==> src/rtl/gpio_sense_pkg.sv <==
package gpio_sense_pkg;
    typedef enum logic [1:0] {
        PS_OFF   = 2'd0,
        PS_WATCH = 2'd1,
        PS_PULSE = 2'd2,
        PS_HOLD  = 2'd3
    } pin_state_e;
endpackage

==> src/rtl/gpio_sync_chain.sv <==
module gpio_sync_chain #(
    parameter int W      = 16,
    parameter int STAGES = 2
) (
    input  logic         clk,
    input  logic         rst_n,
    input  logic [W-1:0] d_i,
    output logic [W-1:0] q_o
);
    logic [W-1:0] stg [STAGES];

    for (genvar s = 0; s < STAGES; s++) begin : g_stage
        if (s == 0) begin : g_first
            always_ff @(posedge clk) begin
                if (!rst_n) stg[s] <= '0;
                else        stg[s] <= d_i;
            end
        end else begin : g_next
            always_ff @(posedge clk) begin
                if (!rst_n) stg[s] <= '0;
                else        stg[s] <= stg[s-1];
            end
        end
    end

    assign q_o = stg[STAGES-1];
endmodule

==> src/rtl/gpio_pin_fsm.sv <==
module gpio_pin_fsm
    import gpio_sense_pkg::*;
(
    input  logic clk,
    input  logic rst_n,
    input  logic en_i,
    input  logic lvl_now_i,
    input  logic lvl_prev_i,
    input  logic edge_md_i,
    input  logic both_i,
    input  logic polar_i,
    output logic pend_o
);
    pin_state_e st_q, st_d, eval_st;
    logic       hit, active;

    // edge rule and level rule for this pin
    always_comb begin
        if (both_i) hit = lvl_now_i ^ lvl_prev_i;
        else if (polar_i) hit = lvl_prev_i & ~lvl_now_i;
        else hit = ~lvl_prev_i & lvl_now_i;
        active = lvl_now_i ^ polar_i;
        if (edge_md_i) eval_st = hit ? PS_PULSE : PS_WATCH;
        else           eval_st = active ? PS_HOLD : PS_WATCH;
    end

    always_comb begin
        st_d = st_q;
        unique case (st_q)
            PS_OFF:   st_d = en_i ? eval_st : PS_OFF;
            PS_WATCH: st_d = en_i ? eval_st : PS_OFF;
            PS_PULSE: st_d = en_i ? eval_st : PS_OFF;
            PS_HOLD:  st_d = en_i ? eval_st : PS_OFF;
            default:  st_d = PS_OFF;
        endcase
    end

    always_ff @(posedge clk) begin
        if (!rst_n) st_q <= PS_OFF;
        else        st_q <= st_d;
    end

    always_comb begin
        unique case (st_q)
            PS_PULSE, PS_HOLD: pend_o = 1'b1;
            default:           pend_o = 1'b0;
        endcase
    end
endmodule

==> src/rtl/gpio_irq_merge.sv <==
module gpio_irq_merge #(
    parameter int W = 16
) (
    input  logic         clk,
    input  logic         rst_n,
    input  logic [W-1:0] pend_i,
    input  logic [W-1:0] mask_a_i,
    input  logic [W-1:0] mask_b_i,
    output logic         irq_a_o,
    output logic         irq_b_o
);
    always_ff @(posedge clk) begin
        if (!rst_n) begin
            irq_a_o <= 1'b0;
            irq_b_o <= 1'b0;
        end else begin
            irq_a_o <= |(pend_i & mask_a_i);
            irq_b_o <= |(pend_i & mask_b_i);
        end
    end
endmodule

==> src/rtl/gpio_irq_sense.sv <==
module gpio_irq_sense #(
    parameter int NPINS     = 16,
    parameter int SYNC_DEPTH = 2
) (
    input  logic             clk,
    input  logic             rst_n,
    input  logic [NPINS-1:0] pin_i,
    input  logic [NPINS-1:0] cfg_dir_i,
    input  logic [NPINS-1:0] cfg_inen_i,
    input  logic [NPINS-1:0] cfg_edge_i,
    input  logic [NPINS-1:0] cfg_both_i,
    input  logic [NPINS-1:0] cfg_polar_i,
    input  logic [NPINS-1:0] mask_a_i,
    input  logic [NPINS-1:0] mask_b_i,
    output logic [NPINS-1:0] data_o,
    output logic [NPINS-1:0] pend_o,
    output logic             irq_a_o,
    output logic             irq_b_o
);
    localparam int LAT = SYNC_DEPTH + 1;

    logic [NPINS-1:0] lvl_s;
    logic [NPINS-1:0] en;
    logic [NPINS-1:0] data_q;

    gpio_sync_chain #(.W(NPINS), .STAGES(SYNC_DEPTH)) u_sync (
        .clk(clk), .rst_n(rst_n), .d_i(pin_i), .q_o(lvl_s)
    );

    assign en = ~cfg_dir_i & cfg_inen_i;

    // only enabled inputs update their data bit
    always_ff @(posedge clk) begin
        if (!rst_n) data_q <= '0;
        else        data_q <= (data_q & ~en) | (lvl_s & en);
    end

    for (genvar p = 0; p < NPINS; p++) begin : g_pin
        gpio_pin_fsm u_fsm (
            .clk(clk), .rst_n(rst_n), .en_i(en[p]),
            .lvl_now_i(lvl_s[p]), .lvl_prev_i(data_q[p]),
            .edge_md_i(cfg_edge_i[p]), .both_i(cfg_both_i[p]),
            .polar_i(cfg_polar_i[p]), .pend_o(pend_o[p])
        );
    end

    gpio_irq_merge #(.W(NPINS)) u_merge (
        .clk(clk), .rst_n(rst_n), .pend_i(pend_o),
        .mask_a_i(mask_a_i), .mask_b_i(mask_b_i),
        .irq_a_o(irq_a_o), .irq_b_o(irq_b_o)
    );

    assign data_o = data_q;

    initial begin
        if (LAT < 2) $error("sync depth too small");
    end
endmodule

==> config.mk <==
export PLATFORM = sky130hd
export DESIGN_NAME = gpio_irq_sense
export DESIGN_NICKNAME = d
export VERILOG_FILES = /design/src/rtl/gpio_sense_pkg.sv /design/src/rtl/gpio_sync_chain.sv /design/src/rtl/gpio_pin_fsm.sv /design/src/rtl/gpio_irq_merge.sv /design/src/rtl/gpio_irq_sense.sv
export SDC_FILE = /design/constraint.sdc
export NUM_CORES = 1
export LEC_CHECK = 0
export BUFFER_PORTS_ARGS = -buffer_cell sky130_fd_sc_hd__buf_2
export CORE_MARGIN = 3
export CORE_UTILIZATION = 48
export DETAILED_ROUTE_END_ITERATION = 7
export GPL_TIMING_DRIVEN = 0
export PLACE_DENSITY = 0.91
export RECOVER_POWER = 25
export SLEW_MARGIN = 20
export SYNTH_ARGS = -nofsm -noshare
export SYNTH_HDL_FRONTEND = slang
export SYNTH_SLANG_ARGS = --single-unit
==> constraint.sdc <==
create_clock -name clk -period 1.5 [get_ports clk]
set_input_delay 0.075 -clock clk [delete_from_list [all_inputs] [get_ports clk]]
set_output_delay 0.075 -clock clk [all_outputs]
set_load 0.005 [all_outputs]
# [After elaboration in Yosys (flattened, before gate mapping)]
# Memories as Yosys holds them, arrays and structs flattened.
# Cells that the tools add are included.
[word_totals] reg_bits=50 mem_bits_rw=32 input_bits=130 wordCells=356 memories=1
[memory_table] name="u_sync.stg" depth=2 word_bits=16 rd=2 rd_ports_with_merged_regs=0 write_ports=2 line_no="gpio_sync_chain.sv:10" text="logic [W-1:0] stg [STAGES];"
[op_classes] eq_ne=48 muxes=132 n_bitwise=106 n_reduce_logical=50
[op_table] op="2-to-1 mux 2 bit" count=80
[op_table] op="AND 16 bit" count=5
[op_table] op="equality test 2 bit, second input constant" count=32
[op_table] op="OR reduction 4 bit" count=16
[op_table] op="2-to-1 mux 1 bit" count=50
[op_table] op="AND 1 bit" count=32
[op_table] op="equality test 2 x 1 -> 1 bit, second input constant" count=16
[op_table] op="zero test 2 bit" count=16
[op_table] op="2-to-1 mux 16 bit" count=2
[op_table] op="NOT 1 bit" count=32
[op_table] op="NOT 16 bit" count=2
[op_table] op="OR reduction 16 bit" count=2
[op_table] op="OR reduction 2 bit" count=16
[op_table] op="XOR 1 bit" count=32
[op_table] op="bitwise OR 16 bit" count=1
[op_table] op="bitwise OR 1 bit" count=2

# [Longest topological paths before layout]
[logic_depth] ltp_word=8 depth_mapped=6

# [Hierarchy]
# From an unflattened synthesis, not the netlist that was laid out.
[unflattened] cells_unflattened=382 hier_area_um2=3543.4
[modules_own_cells] mod="gpio_pin_fsm" instances=16 cells_each=13 area_each_um2=106.4
[modules_own_cells] mod="gpio_sync_chain" instances=1 cells_each=67 area_each_um2=895.9
[modules_own_cells] mod="gpio_irq_sense" instances=1 cells_each=83 area_each_um2=734.5
[modules_own_cells] mod="gpio_irq_merge" instances=1 cells_each=24 area_each_um2=211.5

# [Worst setup path before layout]
# No wires, ideal clock.
[synth_path] kind="reg-to-reg" startpoint="register (tool-made name)" endpoint="register g_pin[12].u_fsm.st_q[1]" setup_time_ns=0.115 arrival_time_ns=1.085 path_slack_ns=0.300 path_stages_with_launch=7 path_cell_list="dfxtp_1 inv_1 ha_1 nor2b_1 a211oi_1 a21oi_1 o21a_1"
[synth_rtl] element="end signal, assigned" line_no="gpio_pin_fsm.sv:40" text="else st_q <= st_d;"
[synth_rtl] element="end, declared" line_no="gpio_pin_fsm.sv:14" text="pin_state_e st_q, st_d, eval_st;"

==> impl_metrics.yaml <==
yosys:
  ys_seq_area_frac: 0.343
  ys_async_sr_fraction: 0
  yosysMostFrequentCell: "dfxtp_1"
  syn-num-nets: 625
  syn-instance-count: 447
  synthTopCellsByArea: "dfxtp_1 (34%), ha_1 (16%), and2_1 (7.8%)"
  postSynthAreaPerCell_sq_um: 8.61
  synth_cell_types: 20
  synth_ff_type: "dfxtp_1"
  synth_common_cells: "dfxtp_1 (66), and2_1 (48), ha_1 (48), inv_1 (48)"
  ys_ff_latch: 66
  synth_top_area_cell: "dfxtp_1"
  syn_area_sq_um: 3850
  synth_edf_count: 0
  synth_top_area_frac: 0.343
  yosysWarnings: 0
setup_path:
  cp_data_arrival_time_ns: 1.64
  endpoint_kind: "register"
  crit_type: "reg -> reg"
  required_ns: 1.73
  r2r_setup_slack_ns: 0.1
  crit_fanout: 3
  start_kind: "register"
  path_cells: "inv_1, ha_1, nor2b_1, a211oi_1, a21oi_1, o21a_1"
  worst_path_max_delay_cell: "dfxtp_1"
  slowest_delay_ns: 0.37
timing:
  slew_headroom: 0.608
  fin_skew_ns: 0.00985
  rsz0062_at_grt: "false"
  min_period_over_period: 0.936
  setup_tns_ns: 0
  slew_violations: 0
  worst_pin_slew_ns: 0.588
  max_freq_mhz: 712
  hold_violations: 0
  setup_viol: 0
  whs_ns: 0.0354
  min_period_ns: 1.40
floorplan:
  initial_core_util: 0.495
  die-area_sq_um: 9130
  fp.dieW_um: 95.5
  coreArea_sq_um: 7770
  die_y_um: 95.5
  io_pins: 164
  num_rows: 32
route:
  avgViaCountPerCell: 4.72
  drtIter0Drc: 80
  drtPass1Iterations: 4
  drtAntennaViolNets: 0
  vias: 3508
  routedWlPerCell_um: 13.9
  wl_um: 10300
  drc: 0
clock_tree:
  h-tree-depth: 3
  clkLatencyLatePin_ns: 0.33
  cts-root-buf: "clkbuf_8"
  cts_tree: "done"
  numCtsBuffers: 9
  cts_buffer_depth: 2
  cts_sinks: 66
  clkTransAtPathRegs_ns: 0.08
run_status:
  status: "finished, final reports clean"
finish:
  area_growth_pct: 34.4
  multi_input_area_sq_um: 2010
  insertedDiodeCount: 0
  fillers: 661
  final_cell_area_sq_um: 5170
  fin_util: 0.666
  nets: 814
  register_area_sq_um: 1330
  drive_gt1_frac: 0.331
placed_design:
  dpl_cell_area_sq_um: 4790
  routabilityCongestion: 0.764
  dp_hpwl_um: 8150
  io_buffers: 162
pwr:
  powerDensity_nw_per_um2: 798
  p_leak_nw: 2.51
  peakVddDrop_mv: 0.480
  p_total_mw: 4.13
global_route:
  grt_pass1_vias: 3576
  grtUsageTotal: 0.226
  grt_antenna_before_repair: 0
  grt_max_degree: 12
  grt_pass1_wl_um: 15600
  grt-ovfl-total: 0
worst_hold_path:
  hold_class: "in -> reg"
run:
  max_cap_viol_count: 0
## cell type report
type                            count  area share
Tap cell                          102      0.0247
Buffer                             54      0.0636
Clock buffer                       12      0.0281
Clock inverter                      4      0.0145
Multi-Input combinational cell    278       0.389
Sequential cell                    66       0.256
Timing Repair Buffer              179       0.189
Inverter                           48      0.0348
## through the flow
step / worst slack, ns / cells
floorplan: 0.300 / 447
finish: 0.0960 / 743
global route: 0.0258 / 743
detailed placement: 0.142 / 711
global placement: 0.0866 / 711
CTS: 0.0295 / 743
## worst max-delay path: cells and delay by family, from the launching register on
family | cells | cell delay (ns)
flops | 1 | 0.37
fa+ha+maj | 1 | 0.20
buf+inv | 1 | 0.09
simple gates | 1 | 0.13
compound gates | 3 | 0.52
## metal layers
metal  vias up  part of all wire  global-route usage
li1       1766                 -                   -
met1      1591              0.39               0.234
met2       130              0.51               0.423
met3        21             0.073              0.0521
met4         0             0.024               0.107
met5         -                 0                   0
## report_power, final
part	internal (mW)	switching (mW)	total [mW]
sequential	1.82	0.0551	1.87
clock	0.983	0.673	1.66
combinational	0.340	0.260	0.600
## cells by family after synthesis
logic type | share of synthesized area
and+or+nand+nor | 0.166
buffers and inverters | 0.135
AOI/OAI and AO/OA | 0.163
DFF | 0.343
adders and majority gates | 0.156
xor gates and xnor gates | 0.0364
## repair_timing
action | in CTS | in global routing
gates cloned | 0 | 0
buffers inserted | 1 | 0
setup endpoints to repair | 1 | 1
resized for setup | 2 | 1
hold endpoints to repair | 16 | 0
hold buffers | 16 | 0
## cells in the final DEF (no fill, tap or decap)
cell           synthesis  routed
a22o_1                 4       4
xnor2_1               16      16
nand2_1               32      32
a221oi_1               4       3
nor2b_1               32      32
a21oi_1               32      32
clkbuf_8               0      10
bufinv_16              0       2
o21a_1                18      18
buf_4                 32      33
a22oi_1                8       8
dfxtp_1               66      65
inv_1                 48      48
buf_2                  2     163
clkinvlp_4             0       2
clkbuf_1              19      22
ha_1                  48      48
and2_1                48      44
dfxtp_4                0       1
a211oi_1              16      16
a221oi_2               0       1
o21ai_0               16      16
dlygate4sd3_1          1      16
and2_0                 0       4
dlygate4sd1_1          1       1
nand3_1                4       4
## worst paths after layout
path                     start  cells after the start                 endpoint
max                   register                      6  g_pin[12].u_fsm.st_q[1]
min              cfg_edge_i[3]                      3   g_pin[3].u_fsm.st_q[1]
max reg2reg           register                      6  g_pin[12].u_fsm.st_q[1]
min reg2reg  u_sync.stg[0][12]                      1        u_sync.stg[1][12]
Note: power is estimated with default switching activity, not from simulation.
